===== config.mk =====
export PLATFORM = sky130hd
export DESIGN_NAME = ptr_agu
export DESIGN_NICKNAME = d
export VERILOG_FILES = /design/src/rtl/ptr_agu_pkg.sv /design/src/rtl/agu_mode_reg.sv /design/src/rtl/agu_index_bank.sv /design/src/rtl/agu_step_gen.sv /design/src/rtl/agu_pointer_file.sv /design/src/rtl/ptr_agu.sv
export SDC_FILE = /design/constraint.sdc
export NUM_CORES = 1
export LEC_CHECK = 0
export CELL_PAD_IN_SITES_DETAIL_PLACEMENT = 0
export CELL_PAD_IN_SITES_GLOBAL_PLACEMENT = 1
export CORE_UTILIZATION = 42
export CTS_CLUSTER_SIZE = 10
export DETAILED_ROUTE_END_ITERATION = 12
export GPL_TIMING_DRIVEN = 0
export HOLD_SLACK_MARGIN = 0.02
export PLACE_DENSITY_LB_ADDON = 0.1
export SYNTH_ARGS = -nofsm -noshare
export SYNTH_HDL_FRONTEND = slang
export SYNTH_SLANG_ARGS = --single-unit

===== constraint.sdc =====
create_clock -name clk -period 3.93 [get_ports clk]
set_input_delay 0.393 -clock clk [delete_from_list [all_inputs] [get_ports clk]]
set_output_delay 0.393 -clock clk [all_outputs]
set_load 0.05 [all_outputs]

===== src/rtl/ptr_agu_pkg.sv =====
package ptr_agu_pkg;
  localparam int PTR_W_DEF = 16;
  localparam int NIB_W_DEF = 4;
  localparam int NUM_PAIRS = 2;

  // host register map; bit 1 separates pointers from indices, bit 0 picks the pair
  typedef enum logic [1:0] {
    RA_PTR0 = 2'd0,
    RA_PTR3 = 2'd1,
    RA_IDX0 = 2'd2,
    RA_IDX3 = 2'd3
  } reg_addr_e;
endpackage


===== src/rtl/agu_mode_reg.sv =====
module agu_mode_reg (
  input  logic clk,
  input  logic rst_n,
  input  logic we,
  input  logic wbit,
  input  logic set_cmd,
  input  logic clr_cmd,
  output logic mode_q
);
  always_ff @(posedge clk or negedge rst_n) begin
    if (!rst_n)       mode_q <= 1'b0;
    else if (we)      mode_q <= wbit;
    else if (set_cmd) mode_q <= 1'b1;
    else if (clr_cmd) mode_q <= 1'b0;
  end
endmodule


===== src/rtl/agu_index_bank.sv =====
module agu_index_bank #(
  parameter int NIB_W = ptr_agu_pkg::NIB_W_DEF
) (
  input  logic                                     clk,
  input  logic                                     rst_n,
  input  logic                                     mode_x,
  input  logic                                     we,
  input  logic [1:0]                               addr,
  input  logic [NIB_W-1:0]                         wdata,
  output logic [NIB_W-1:0]                         rdata,
  output logic [ptr_agu_pkg::NUM_PAIRS-1:0][NIB_W-1:0] nrm_q,
  output logic [ptr_agu_pkg::NUM_PAIRS-1:0][NIB_W-1:0] ext_q
);
  localparam int NP = ptr_agu_pkg::NUM_PAIRS;

  for (genvar g = 0; g < NP; g++) begin : g_pair
    logic             hit;
    logic [NIB_W-1:0] n_r, e_r;
    assign hit = we && addr[1] && (addr[0] == 1'(g));
    always_ff @(posedge clk or negedge rst_n) begin
      if (!rst_n) begin
        n_r <= '0;
        e_r <= '0;
      end else if (hit) begin
        if (mode_x) e_r <= wdata;
        else        n_r <= wdata;
      end
    end
    assign nrm_q[g] = n_r;
    assign ext_q[g] = e_r;
  end

  always_comb begin
    rdata = mode_x ? ext_q[addr[0]] : nrm_q[addr[0]];
  end
endmodule


===== src/rtl/agu_step_gen.sv =====
module agu_step_gen #(
  parameter int PTR_W = ptr_agu_pkg::PTR_W_DEF,
  parameter int NIB_W = ptr_agu_pkg::NIB_W_DEF
) (
  input  logic             mode_x,
  input  logic [NIB_W-1:0] nrm,
  input  logic [NIB_W-1:0] ext,
  output logic [PTR_W-1:0] step
);
  localparam int WIDE_W = 2 * NIB_W;

  logic [WIDE_W-1:0] wide_idx;
  assign wide_idx = {ext, nrm};

  always_comb begin
    if (mode_x) step = {{(PTR_W-WIDE_W){wide_idx[WIDE_W-1]}}, wide_idx};
    else        step = {{(PTR_W-NIB_W){nrm[NIB_W-1]}}, nrm};
  end
endmodule


===== src/rtl/agu_pointer_file.sv =====
module agu_pointer_file #(
  parameter int PTR_W = ptr_agu_pkg::PTR_W_DEF
) (
  input  logic                                         clk,
  input  logic                                         rst_n,
  input  logic                                         we,
  input  logic [1:0]                                   addr,
  input  logic [PTR_W-1:0]                             wdata,
  input  logic                                         acc_valid,
  input  logic                                         acc_sel,
  input  logic [PTR_W-1:0]                             step,
  output logic [ptr_agu_pkg::NUM_PAIRS-1:0][PTR_W-1:0] ptr_q
);
  localparam int NP = ptr_agu_pkg::NUM_PAIRS;

  for (genvar g = 0; g < NP; g++) begin : g_ptr
    logic             hit, adv;
    logic [PTR_W-1:0] p_r;
    assign hit = we && !addr[1] && (addr[0] == 1'(g));
    assign adv = acc_valid && (acc_sel == 1'(g));
    always_ff @(posedge clk or negedge rst_n) begin
      if (!rst_n)   p_r <= '0;
      else if (hit) p_r <= wdata;
      else if (adv) p_r <= p_r + step;
    end
    assign ptr_q[g] = p_r;
  end
endmodule


===== src/rtl/ptr_agu.sv =====
module ptr_agu #(
  parameter int PTR_W = ptr_agu_pkg::PTR_W_DEF,
  parameter int NIB_W = ptr_agu_pkg::NIB_W_DEF
) (
  input  logic             clk,
  input  logic             rst_n,
  input  logic             reg_we,
  input  logic [1:0]       reg_addr,
  input  logic [PTR_W-1:0] reg_wdata,
  output logic [PTR_W-1:0] reg_rdata,
  input  logic             mode_we,
  input  logic             mode_wbit,
  input  logic             mode_set,
  input  logic             mode_clr,
  input  logic             acc_valid,
  input  logic             acc_sel,
  output logic [PTR_W-1:0] acc_addr,
  output logic             xmode
);
  localparam int NP = ptr_agu_pkg::NUM_PAIRS;

  logic                        mode_q;
  logic [NIB_W-1:0]            idx_rd;
  logic [NP-1:0][NIB_W-1:0]    nrm_q, ext_q;
  logic [NP-1:0][PTR_W-1:0]    ptr_q;
  logic [PTR_W-1:0]            step;

  agu_mode_reg u_mode (
    .clk(clk), .rst_n(rst_n), .we(mode_we), .wbit(mode_wbit),
    .set_cmd(mode_set), .clr_cmd(mode_clr), .mode_q(mode_q)
  );

  agu_index_bank #(.NIB_W(NIB_W)) u_idx (
    .clk(clk), .rst_n(rst_n), .mode_x(mode_q), .we(reg_we), .addr(reg_addr),
    .wdata(reg_wdata[NIB_W-1:0]), .rdata(idx_rd), .nrm_q(nrm_q), .ext_q(ext_q)
  );

  agu_step_gen #(.PTR_W(PTR_W), .NIB_W(NIB_W)) u_step (
    .mode_x(mode_q), .nrm(nrm_q[acc_sel]), .ext(ext_q[acc_sel]), .step(step)
  );

  agu_pointer_file #(.PTR_W(PTR_W)) u_ptr (
    .clk(clk), .rst_n(rst_n), .we(reg_we), .addr(reg_addr), .wdata(reg_wdata),
    .acc_valid(acc_valid), .acc_sel(acc_sel), .step(step), .ptr_q(ptr_q)
  );

  assign acc_addr = ptr_q[acc_sel];
  assign xmode    = mode_q;

  always_comb begin
    if (reg_addr[1]) reg_rdata = {{(PTR_W-NIB_W){1'b0}}, idx_rd};
    else             reg_rdata = ptr_q[reg_addr[0]];
  end
endmodule


Yosys cells after proc, flatten, opt, wreduce, memory -nomap -nowiden --
Index checks and enable logic that the tools add are counted.
Operators by class: $add $sub $neg 2, divide/modulo/power cells 0, multipliers 0, magnitude comparators 2, mux-type cells 22, shifts and indexed selects 0, bitwise logic cells 3, reduce and logical (&&, ||, !) cells 16, equality and inequality tests 0
Operators by type and width (number):
- 16-bit two-way mux | 10
- 4-bit two-way mux | 9
- 16-bit adder | 2
- 1-bit logical AND | 8
- 2-bit AND reduction | 4
- 1-bit by 2-bit less-than comparator with 1-bit output (second input constant) | 2
- 2-bit nonzero test | 2
- 1-bit two-way mux | 3
- 1-bit NOT | 3
- 3-bit nonzero test | 1
- 1-bit zero test | 1
Word-level totals: register bits after elaboration 49, RAM bits 0, latch bits 0, bits in read-only memories 0, memories 0

Logic depth before layout (Yosys ltp) --
depth in word-level cells 6, mapped depth 13, gate-level depth less buffers 11

Cells and area by module --
A second synthesis with hierarchy kept.
Second synthesis, totals: cell total of the unflattened synthesis 477, area total of the unflattened synthesis 4478.0 µm²
By module, submodules not included:
- agu_pointer_file | seq. area each 800.8 µm², cells each 347, area an instance 2847.7 µm², times used 1
- agu_index_bank | seq. area each 400.4 µm², cells each 42, area an instance 778.2 µm², times used 1
- ptr_agu | seq. area each 0.0 µm², cells each 67, area an instance 670.6 µm², times used 1
- agu_step_gen | seq. area each 0.0 µm², cells each 16, area an instance 135.1 µm², times used 1
- agu_mode_reg | seq. area each 25.0 µm², cells each 5, area an instance 46.3 µm², times used 1

Worst setup path after synthesis --
OpenSTA, ideal clock, no wires.
path type in2reg, start in acc_sel, end reg u_ptr.g_ptr[1].p_r[15], library setup time 0.082 ns, arrival 3.213 ns, slack 0.635 ns, cell stages on the path 12, cell sequence clkbuf_1 > buf_1 > mux2i_1 > inv_1 > ha_1 > a211oi_2 > o21bai_1 > a211o_2 > a22oi_2 > xor2_1 > or3_1 > a31oi_1
Between the ends: cells in the longest elaborated chain, start to end 6, elaborated cells on any way between the ends 10, those cells by class add/sub: 1; mux: 7; reduce/logical: 2
Ends and longest elaborated chain:
- start: declaration | RTL line ptr_agu.sv:16 | input logic acc_sel,
- 4-bit two-way mux (not written as such) (2 in series) | RTL line ptr_agu.sv:39 | .mode_x(mode_q), .nrm(nrm_q[acc_sel]), .ext(ext_q[acc_sel]), .step(step)
- 16-bit two-way mux | RTL line agu_step_gen.sv:16 | if (mode_x) step = {{(PTR_W-WIDE_W){wide_idx[WIDE_W-1]}}, wide_idx};
- 16-bit adder | RTL line agu_pointer_file.sv:24 | else if (adv) p_r <= p_r + step;
- 16-bit two-way mux | RTL line agu_pointer_file.sv:24
- 16-bit two-way mux | RTL line agu_pointer_file.sv:23 | else if (hit) p_r <= wdata;
- end signal: assignment | RTL line agu_pointer_file.sv:23
- end signal: assignment | RTL line agu_pointer_file.sv:24
- end: declaration | RTL line agu_pointer_file.sv:18 | logic [PTR_W-1:0] p_r;
Parallel ways exist; a longest one is shown, timed or not. The select of a mux whose other input is x is not followed. A chain may end at the register's enable or synchronous reset.

Worst setup path after layout --
Ends and elaborated chain as after synthesis.

==> results.sh <==
export IMPL_synth_nets=550
export IMPL_holdBufCountCts=0
export IMPL_die_h_um=103
export IMPL_ys_types=57
export IMPL_max_freq_ghz=0.271
export IMPL_finalCritPeriodShare_pct=94.0
export IMPL_port_buffers=57
export IMPL_yosysSeqAreaShare_pct=28.5
export IMPL_p_total_mw=4.28
export IMPL_post_route_min_period_ps=3690
export IMPL_dp_slack_ps=-665
export IMPL_r2r_start="u_mode.mode_q$_DFFE_PN0P_"
export IMPL_crit_type="in -> reg"
export IMPL_num_antenna_cells=0
export IMPL_power_internal_mw=2.07
export IMPL_pwr_share_seq_pct=22.2
export IMPL_finalSetupViolCount=0
export IMPL_dp_hpwl_um=10800
export IMPL_r2r_end="u_ptr.g_ptr[0].p_r[10]$_DFFE_PN0P_"
export IMPL_fill_cells=917
export IMPL_ios=60
export IMPL_seqCellArea_mm2=0.00123
export IMPL_vias_per_cell=5.95
export IMPL_first_pass_iters=5
export IMPL_antenna_found_initial=0
export IMPL_syn_inst=491
export IMPL_drtIter0Drc=259
export IMPL_cp_data_required_time_ps=4180
export IMPL_root_buffer="clkbuf_8"
export IMPL_placed_area_mm2=0.00506
export IMPL_clock_latency_ps=320
export IMPL_fp_dieArea_mm2=0.0107
export IMPL_final_common_cell="clkdlybuf4s50_1"
export IMPL_hold_path_class="in -> async"
export IMPL_ys_warn_count=0
export IMPL_rr_worst_depth=10
export IMPL_power_density_mw_per_mm2=829
export IMPL_die_width_um=103
export IMPL_start_kind="input port"
export IMPL_p_sw_share_pct=51.7
export IMPL_postSynth_asyncResetShare_pct=100
export IMPL_critPathArrivalTime_ps=3940
export IMPL_cts_setup_buffers=0
export IMPL_coreArea_mm2=0.00986
export IMPL_syn_area_mm2=0.00431
export IMPL_cp_end_kind="flop"
export IMPL_antenna_left=0
export IMPL_routedWlPerCell_um=19.7
export IMPL_status="complete, no violations"
export IMPL_hold_violations=0
export IMPL_drc=0
export IMPL_finish_utilization_pct=52.3
export IMPL_finClkSkew_ps=5.01
export IMPL_timing_slew_headroom_pct=45.8
export IMPL_grt_ovfl_total=0
export IMPL_row_count=36
export IMPL_cts_buffer_depth=2
export IMPL_drv_slew=0
export IMPL_setup_ws_ps=238
export IMPL_drv_cap=0
export IMPL_rsz0062_at_grt="no"
export IMPL_grt_usage_pct=26.4
export IMPL_vias=4105
export IMPL_fin_area_mm2=0.00516
export IMPL_multiInputGateArea_mm2=0.00295
export IMPL_netSwitchingPower_mw=2.21
export IMPL_clkTransAtPathRegs_ps=100
export IMPL_synth_flop_cell="dfrtp_1"
export IMPL_final_cell_mix="clkdlybuf4s50_1 (56), dfrtp_1 (49), nand2_1 (47), nor2_1 (42), a21oi_1 (41)"
export IMPL_synth_edf_count=0
export IMPL_power_frac_comb_pct=70.3
export IMPL_grt_max_degree=31
export IMPL_grt_pass1_vias=3745
export IMPL_avgSynthCellArea_um2=8.77
export IMPL_crit_fanout=10
export IMPL_leakagePower_nw=2.26
export IMPL_initial_utilization_pct=43.7
export IMPL_clock_sinks=49
export IMPL_worst_pin_slew_ps=807
export IMPL_tritoncts="done"
export IMPL_cts_htree_levels=2
export IMPL_rrSetupSlack_ps=540
export IMPL_grt_pass1_wl_um=20900
export IMPL_numCtsBuffers=5
export IMPL_drive_above_1_share_pct=12.2
export IMPL_fin_nets=615
export IMPL_ys_seq_elements=49
export IMPL_area_growth_pct=19.8
export IMPL_ir_drop_v=0.000405
export IMPL_drt_wl_total_um=13600
export IMPL_gp_congestion=0.852
export IMPL_pwr_share_clk_pct=7.5
==> cell type report <==
cell class | instances | share of cell area [%]
multi-input cells | 407 | 57.2
flip-flops and latches | 49 | 23.8
repair buffers | 58 | 11.3
well taps | 133 | 3.23
plain buffers | 26 | 2.13
clock buffers | 6 | 1.41
inverters | 9 | 0.655
clock inverters | 2 | 0.267
==> cell usage after synthesis (all sizes together), types with 3 or more instances <==
cell type | instances | share of area, %
o2111ai | 3 | 0.61
clkbuf | 17 | 1.5
a2111oi | 3 | 0.76
inv | 9 | 0.78
o21a | 3 | 0.52
o21ai | 36 | 4.2
xor2 | 6 | 1.2
mux2 | 34 | 8.9
a21o | 20 | 3.5
a21oi | 42 | 4.9
buf | 9 | 1.0
and2 | 3 | 0.44
xnor2 | 11 | 2.2
nor2b | 6 | 0.87
a31oi | 14 | 2.4
and3 | 12 | 1.7
dfrtp | 49 | 28
nor3 | 7 | 0.81
o21bai | 3 | 0.52
mux2i | 25 | 5.8
nand2 | 47 | 4.1
a211oi | 3 | 0.64
nand3 | 14 | 1.6
nand4 | 4 | 0.58
nor2 | 42 | 3.7
nand2b | 3 | 0.44
ha | 30 | 8.7
mux4 | 5 | 2.6
==> power groups by stage <==
stage	sequential, mW	combinational (mW)	clock (mW)
after CTS	0.944	2.98	0.320
after detailed placement	0.953	2.97	0
final	0.952	3.01	0.319
after global placement	0.939	2.94	0
after global routing	0.981	3.28	0.340
after floorplan	0.856	2.28	0
==> cells by family after synthesis <==
| logic type | count (synthesis) | share of synthesized area (%) |
|---|---|---|
| compound gates | 143 | 21.2 |
| simple gates | 151 | 16.6 |
| xor+xnor | 17 | 3.46 |
| fa+ha+maj | 32 | 9.64 |
| buf+inv | 35 | 3.28 |
| flops | 49 | 28.5 |
| mux | 64 | 17.3 |
==> state kept, by name, summed over array words and instances (netlist names) <==
register          flops
u_ptr.g_ptr.p_r      32
u_idx.g_pair.e_r      8
u_idx.g_pair.n_r      8
u_mode.mode_q         1
==> how the worst max path moves through the flow <==
stage | to | start | slack, ps | cells after the start
detailed placement | u_ptr.g_ptr[0].p_r[7]$_DFFE_PN0P_ | acc_sel | -660 | 13
CTS | u_ptr.g_ptr[1].p_r[15]$_DFFE_PN0P_ | acc_sel | 8 | 13
finish | u_ptr.g_ptr[1].p_r[15]$_DFFE_PN0P_ | acc_sel | 240 | 13
floorplan | u_ptr.g_ptr[1].p_r[15]$_DFFE_PN0P_ | acc_sel | 640 | 12
global placement | u_ptr.g_ptr[1].p_r[15]$_DFFE_PN0P_ | acc_sel | -650 | 13
global route | u_ptr.g_ptr[1].p_r[15]$_DFFE_PN0P_ | acc_sel | 20 | 13
==> routing by layer <==
layer,up-vias,wire length (um),GRT usage (%)
li1,1949,-,-
met1,2003,6340,39.1
met2,133,6350,42.4
met3,20,716,2.15
met4,0,202,5.31
met5,-,0,0
==> worst max-delay path, stage by stage <==
cell             delay, ps
clkdlybuf4s50_1        510
clkbuf_2               270
buf_2                  350
mux2i_2                420
inv_1                  160
ha_1                   330
a211oi_2               240
o21bai_1               130
a211o_2                370
a22oi_2                170
xor2_1                 100
or3_1                  340
a31oi_1                160
==> stage by stage <==
stage                     hold WS (ps)  instances  TNS, ps
after floorplan                   97.4        491        0
after global placement             508        681    -8280
after detailed placement           385        682    -8700
after CTS                         44.4        690        0
after global routing              64.6        690        0
final                             25.8        690        0
==> timing repair <==
action | 4_1_cts | 5_1_grt
setup endpoints to repair | 16 | 11
gates resized for setup | 2 | 4
endpoints found under the hold margin | 0 | 0
Power figures use the tool's default switching activity.
